File: src/rtl/uaddr_seq.sv
module uaddr_seq #(
  parameter int AW = 5,
  parameter int OPW = 8,
  parameter logic [AW-1:0] SHARED_ROW = 5'h1E
) (
  input  logic           clk,
  input  logic           rst_n,
  input  logic [OPW-1:0] opcode,
  input  logic [1:0]     ns_sel,
  output logic [AW-1:0]  uaddr,
  output logic [1:0]     sel_q,
  output logic           halt_row
);

  localparam logic [AW-1:0] FIXED_ROW = AW'((1 << AW) - 1);
  localparam logic [1:0] SRC_MAP = 2'd0, SRC_IR = 2'd1, SRC_FIX = 2'd2, SRC_HOLD = 2'd3;

  logic [AW-1:0] map_addr, addr_q;
  logic          map_halt;

  always_comb begin
    map_addr = '0;
    map_halt = 1'b0;
    if (opcode <= OPW'(8'h0B))      map_addr = opcode[AW-1:0];
    else if (opcode <= OPW'(8'h12)) map_addr = SHARED_ROW;
    else if (opcode <= OPW'(8'h1B)) map_addr = opcode[AW-1:0];
    else if (opcode == OPW'(8'h1C)) map_halt = 1'b1;
  end

  always_comb begin
    unique case (sel_q)
      SRC_MAP: uaddr = map_addr;
      SRC_IR:  uaddr = opcode[AW-1:0];
      SRC_FIX: uaddr = FIXED_ROW;
      default: uaddr = addr_q;
    endcase
  end

  assign halt_row = (sel_q == SRC_MAP) && map_halt;

  always_ff @(posedge clk) begin
    if (!rst_n) begin
      sel_q  <= SRC_MAP;
      addr_q <= '0;
    end else begin
      sel_q  <= ns_sel;
      addr_q <= uaddr;
    end
  end

  p_reset_sel_r1: assert property (@(posedge clk) !rst_n |=> sel_q == SRC_MAP);
  p_sel_reg_r10: assert property (@(posedge clk) disable iff (!rst_n)
    rst_n |=> sel_q == $past(ns_sel));
  p_shared_r3: assert property (@(posedge clk) disable iff (!rst_n)
    (sel_q == SRC_MAP && opcode >= OPW'(8'h0C) && opcode <= OPW'(8'h12)) |-> uaddr == SHARED_ROW);
  p_ir_src_r7: assert property (@(posedge clk) disable iff (!rst_n)
    sel_q == SRC_IR |-> uaddr == opcode[AW-1:0]);
  p_fixed_r8: assert property (@(posedge clk) disable iff (!rst_n)
    sel_q == SRC_FIX |-> uaddr == FIXED_ROW);
  p_hold_r9: assert property (@(posedge clk) disable iff (!rst_n)
    (rst_n && $past(rst_n) && sel_q == SRC_HOLD) |-> uaddr == $past(uaddr));
  p_halt_src_r11: assert property (@(posedge clk) disable iff (!rst_n)
    halt_row |-> sel_q == SRC_MAP);
  p_halt_row_r5: assert property (@(posedge clk) disable iff (!rst_n)
    halt_row |-> (opcode == OPW'(8'h1C) && uaddr == '0));

endmodule

File: config.mk
export PLATFORM = sky130hd
export DESIGN_NAME = uaddr_seq
export DESIGN_NICKNAME = d
export VERILOG_FILES = /design/src/rtl/uaddr_seq.sv
export SDC_FILE = /design/constraint.sdc
export NUM_CORES = 1
export LEC_CHECK = 0
export ABC_AREA = 1
export BUFFER_PORTS_ARGS = -buffer_cell sky130_fd_sc_hd__buf_2
export CELL_PAD_IN_SITES_DETAIL_PLACEMENT = 1
export CELL_PAD_IN_SITES_GLOBAL_PLACEMENT = 2
export CORE_MARGIN = 1.5
export CORE_UTILIZATION = 23
export CTS_CLUSTER_DIAMETER = 150
export DETAILED_ROUTE_END_ITERATION = 7
export PLACE_DENSITY = 0.8
export SYNTH_ARGS = -nofsm -noshare
export SYNTH_HDL_FRONTEND = slang
export SYNTH_SLANG_ARGS = --single-unit
File: constraint.sdc
create_clock -name clk -period 2.35 [get_ports clk]
set_input_delay 0.47 -clock clk [delete_from_list [all_inputs] [get_ports clk]]
set_output_delay 0.47 -clock clk [all_outputs]
set_load 0.01 [all_outputs]
# Word-level counts from Yosys, hierarchy flattened
# Index checks and enable logic that the tools add are counted.
[totals] out_inout_bits=8 ff_bits=7 word_cells=18 in_bits=12
[classes] n_reduce_logical=2 n_eq_ne=3 n_mux=8 order_cmp=3
[op_table] operator="8-bit by 5-bit <= comparator with 1-bit output (second input constant)" n=2
[op_table] operator="5-bit two-way mux" n=3
[op_table] operator="5-bit one-hot mux with 3 select lines" n=1
[op_table] operator="8-bit by 5-bit equality test with 1-bit output (second input constant)" n=1
[op_table] operator="8-bit by 4-bit <= comparator with 1-bit output (second input constant)" n=1
[op_table] operator="1-bit two-way mux" n=4
[op_table] operator="2-bit by 1-bit equality test with 1-bit output (second input constant)" n=1
[op_table] operator="2-bit equality test (second input constant)" n=1
[op_table] operator="2-bit zero test" n=1
[op_table] operator="1-bit logical AND" n=1

# Longest topological paths before layout
[logic_depth] ltp_word=6 depth_mapped=9 depth_no_buf=9

# Worst setup path before layout
# No wires, ideal clock.
[synth_timing] path_type="input to output" startpoint="in opcode[0]" endpoint="out halt_row" slack_ns=0.712 n_path_buf=0 t_required_ns=1.880 path_stages=2 arrival_time_ns=1.168 path_cell_list="or2_2 nor4_1"
[synth_between] elab_chain_cells=6 elab_cells_between_ends=9 classes_between="3 x order compare; 1 x eq/ne; 4 x mux; 1 x reduce/logical"
[synth_rtl] item="from (decl)" line_no="8" text="input logic [OPW-1:0] opcode,"
[synth_rtl] item="branches (longest 4 deep; another with 8-bit by 5-bit <= comparator with 1-bit output)"
[synth_rtl] item="1-bit two-way mux (*)" line_no="24" text="if (opcode <= OPW'(8'h0B)) map_addr = opcode[AW-1:0];"
[synth_rtl] item="1-bit logical AND (*)" line_no="39" text="assign halt_row = (sel_q == SRC_MAP) && map_halt;"
[synth_rtl] item="to (decl)" line_no="12" text="output logic halt_row"
# Mark *: on every way between the ends.

# Final worst setup path
[layout_timing] startpoint="in opcode[7]" endpoint="out uaddr[0]"
[layout_between] elab_chain_cells=5 elab_cells_between_ends=7 classes_between="3 x order compare; 4 x mux"
[layout_rtl] item="8-bit by 5-bit <= comparator with 1-bit output" line_no="26" text="else if (opcode <= OPW'(8'h1B)) map_addr = opcode[AW-1:0];"
[layout_rtl] item="5-bit two-way mux" line_no="26"
[layout_rtl] item="5-bit two-way mux" line_no="25" text="else if (opcode <= OPW'(8'h12)) map_addr = SHARED_ROW;"
[layout_rtl] item="5-bit two-way mux (*)" line_no="24"
[layout_rtl] item="5-bit one-hot mux with 3 select lines (*)" line_no="31" text="unique case (sel_q)"
[layout_rtl] item="to (decl)" line_no="10" text="output logic [AW-1:0] uaddr,"
# Mark *: on every way between the ends. The rest lies on a longest branch, timed or not.

==> summary.txt <==
Status
  – Outcome: finished, final reports clean

Floorplanning
  – # rows: 15
  – Area of the core: roughly 1800 um^2
  – Die H: 47.0 um
  – Initial Util: 0.252
  – I/O pin count: 20
  – Die width: 47.0 um
  – Die area: around 2200 um^2

Clocking
  – H-tree levels: 1
  – Post-CTS Resized: 0
  – Latest clock arrival within the worst-skew pair: 0.24 ns
  – Hold_buf cts: 0
  – Reg clk slew, reported paths: around 0.05 ns
  – Bufs on Longest Clock Path: 2
  – Root Buffer Master: clkbuf_4
  – CTS tree: done
  – Postcts setup bufs: 0
  – CTS Buf Count: 3
  – Clock Sinks: 7

STA
  – Unrepaired setup endpoints after global routing: false
  – Worst slew pin tran: 0.283 ns
  – Final worst-path setup slack: between 0.4 and 0.5 ns
  – Skew final: between 0.003 and 0.004 ns
  – Fmax: between 0.5 and 0.6 GHz
  – Min Clock Period, post-route: between 1.5 and 2 ns
  – Slew HR: 0.811
  – Final Hold Fails: 0
  – Number of setup violations in the final report: 0
  – Fin Setup TNS: 0 ns
  – Fin. max-slew vios: 0
  – Final period util: 0.807

Setup path
  – Delay of the slowest critical-path stage: 0.17 ns
  – Crit Path Category: input pin to output pin
  – Startpoint types: input pin
  – Critical Path Source: opcode[7]
  – CP Capture Type: output pin
  – Critical path, cell by cell: buf_2, nor2_1, nand3_2, nand2_1, inv_1, nand2_1, nand2_1, nand3_2, inv_1, buf_2
  – Crit path max fanout: 5
  – Critical path required time: 1.88 ns
  – CP top delay family: simple AND/OR/NAND/NOR gates
  – CP Buf/Inv Count: 4
  – Most used cell, CP: nand2_1
  – Worst R2R Start: sel_q[1]
  – Worst path slowest cell: nor2_1
  – Crit path DAT: 1.43 ns

Placement
  – DP Area: 572 um^2
  – Dpl hpwl: roughly 970 um
  – Port Buf Inserts: 19
  – Placement Setup Slack: 0.456 ns
  – Routability cong.: 0.751

Routing
  – Routed WL: 1140 um
  – Initial drt markers: 11
  – Post-route ant nets: 0
  – Drt drc: 0
  – DR WL/cell: 9.67 um
  – Drt first pass iters: 4
  – DR vias: 496
  – Via density: approximately 4.2

Logic synthesis
  – Top FF cell, synth: dfxtp_1
  – Largest family of logic cells by synthesized area: simple AND/OR/NAND/NOR gates
  – Syn. warnings: 0
  – Post-synth ARST share: 0
  – Area contributors post-synth: dfxtp_1 31%, nand2_1 19%, nand3_1 11%
  – Most frequent cell after synthesis: nand2_1
  – Adder-cell share of the synthesized area: 0
  – Register area share after synthesis: 0.315
  – Seq cells post-synth: 7
  – Syn avg cell area: 6.36 um^2
  – Yosys top cell by area: dfxtp_1
  – Number of synthesized flops with an enable pin: 0
  – Synth cell types: 13
  – Synth Area in Simple Gates: 0.517
  – Post-synthesis compound-gate area fraction: 0.0674
  – XOR/XNOR Fraction of Synth Area: 0
  – Synth top cells by count: 22 x nand2_1, 12 x inv_1, 10 x nand3_1
  – Mux cell area share after synthesis: 0
  – Syn nets: 82
  – Synth Cell Area: 445 um^2
  – Synthesized instance count: 70
  – Top cell type's share of synthesized area: 0.315

Flow run
  – Max_cap viols: 0

Global routing
  – First-pass GRT wire length: 1810 um
  – Initial antenna violation count: 0
  – GRT Overall Usage: 0.117
  – Largest net degree at the start of global routing: 10
  – Vias in the first global route: roughly 430
  – Total grt overflow: 0

Min path
  – HP Class: input pin to register
  – Start point of the worst hold path: ns_sel[0]

Power and ir drop
  – Pwr per Cell Area: 518 nW/um^2
  – Leakage: 0.000345 uW
  – Maximum VDD drop: 0.338 mV

Layout
  – Diodes inserted: 0
  – Final instance area: ~600 um^2
  – Net count, final: roughly 110
  – Area Overhead vs Synth: 34.3%
  – Reg area: 140 um^2
  – Layout filler cell count: 250
  – Layout cells sized above 1: 0.323
  – Multi-input gate area: around 260 um^2
==> layout by cell type, fill, tap and decap left out <==
master	instances
o21ai_0	3
nand3b_2	1
buf_2	19
nand3_1	10
nor4_1	1
nand3_2	3
or2_2	2
clkbuf_4	3
nand2_1	22
nor2_1	4
clkbuf_1	1
dfxtp_1	7
nor2_2	1
a21oi_1	3
inv_1	12
nor3_4	1
==> registers in the layout, indices dropped and copies added (netlist names) <==
register  cells
addr_q        5
sel_q         2
==> area by class of cell <==
class                           count  share of cell area
Clock buffer                        4              0.0439
Tap cell                           25              0.0523
Timing Repair Buffer               19               0.159
Sequential cell                     7               0.234
Inverter                           12              0.0753
Multi-Input combinational cell     51               0.435
==> cell families after synthesis <==
group | Yosys count
and+or+nand+nor | 45
buffers and inverters | 12
DFF | 7
AOI/OAI and AO/OA | 6
==> stage by stage <==
step / utilization / total power, uW / instances / hold WS, ns
after floorplan: - / 175 / 70 / 0.451
after detailed placement: 0.324 / 208 / 114 / 0.466
after global placement: 0.324 / 207 / 114 / 0.461
after CTS: 0.339 / 316 / 118 / 0.399
after global routing: 0.339 / 333 / 118 / 0.426
final: 0.339 / 310 / 118 / 0.407
==> worst paths after layout <==
kind,cells after the start,to,slack (ns)
setup reg to reg,6,addr_q[4],1.25
setup / recovery,10,uaddr[0],0.45
hold / removal,3,sel_q[0],0.41
hold reg to reg,2,addr_q[1],0.47
==> per-layer routing <==
layer	wire length, um	track usage	vias to the layer above	share of wire
met2	541	0.178	13	0.47
li1	-	-	268	-
met1	550	0.159	215	0.48
met3	49	0.0462	0	0.043
met4	0	0.0167	0	0
met5	0	0	-	0
==> power by group <==
part | total (uW) | internal [uW] | switching, uW
Combinational | 71.8 | 29.7 | 42.1
Sequential | 132 | 127 | 5.02
Clock | 106 | 64.6 | 41.2
Total | 310 | 222 | 88.3
==> worst register-to-register path: cells and delay by family (launching register included) <==
family          cells  cell delay (ns)
compound gates      1             0.08
simple gates        3             0.36
buf+inv             2             0.13
flops               1             0.43
(Power assumes the default switching activity.)
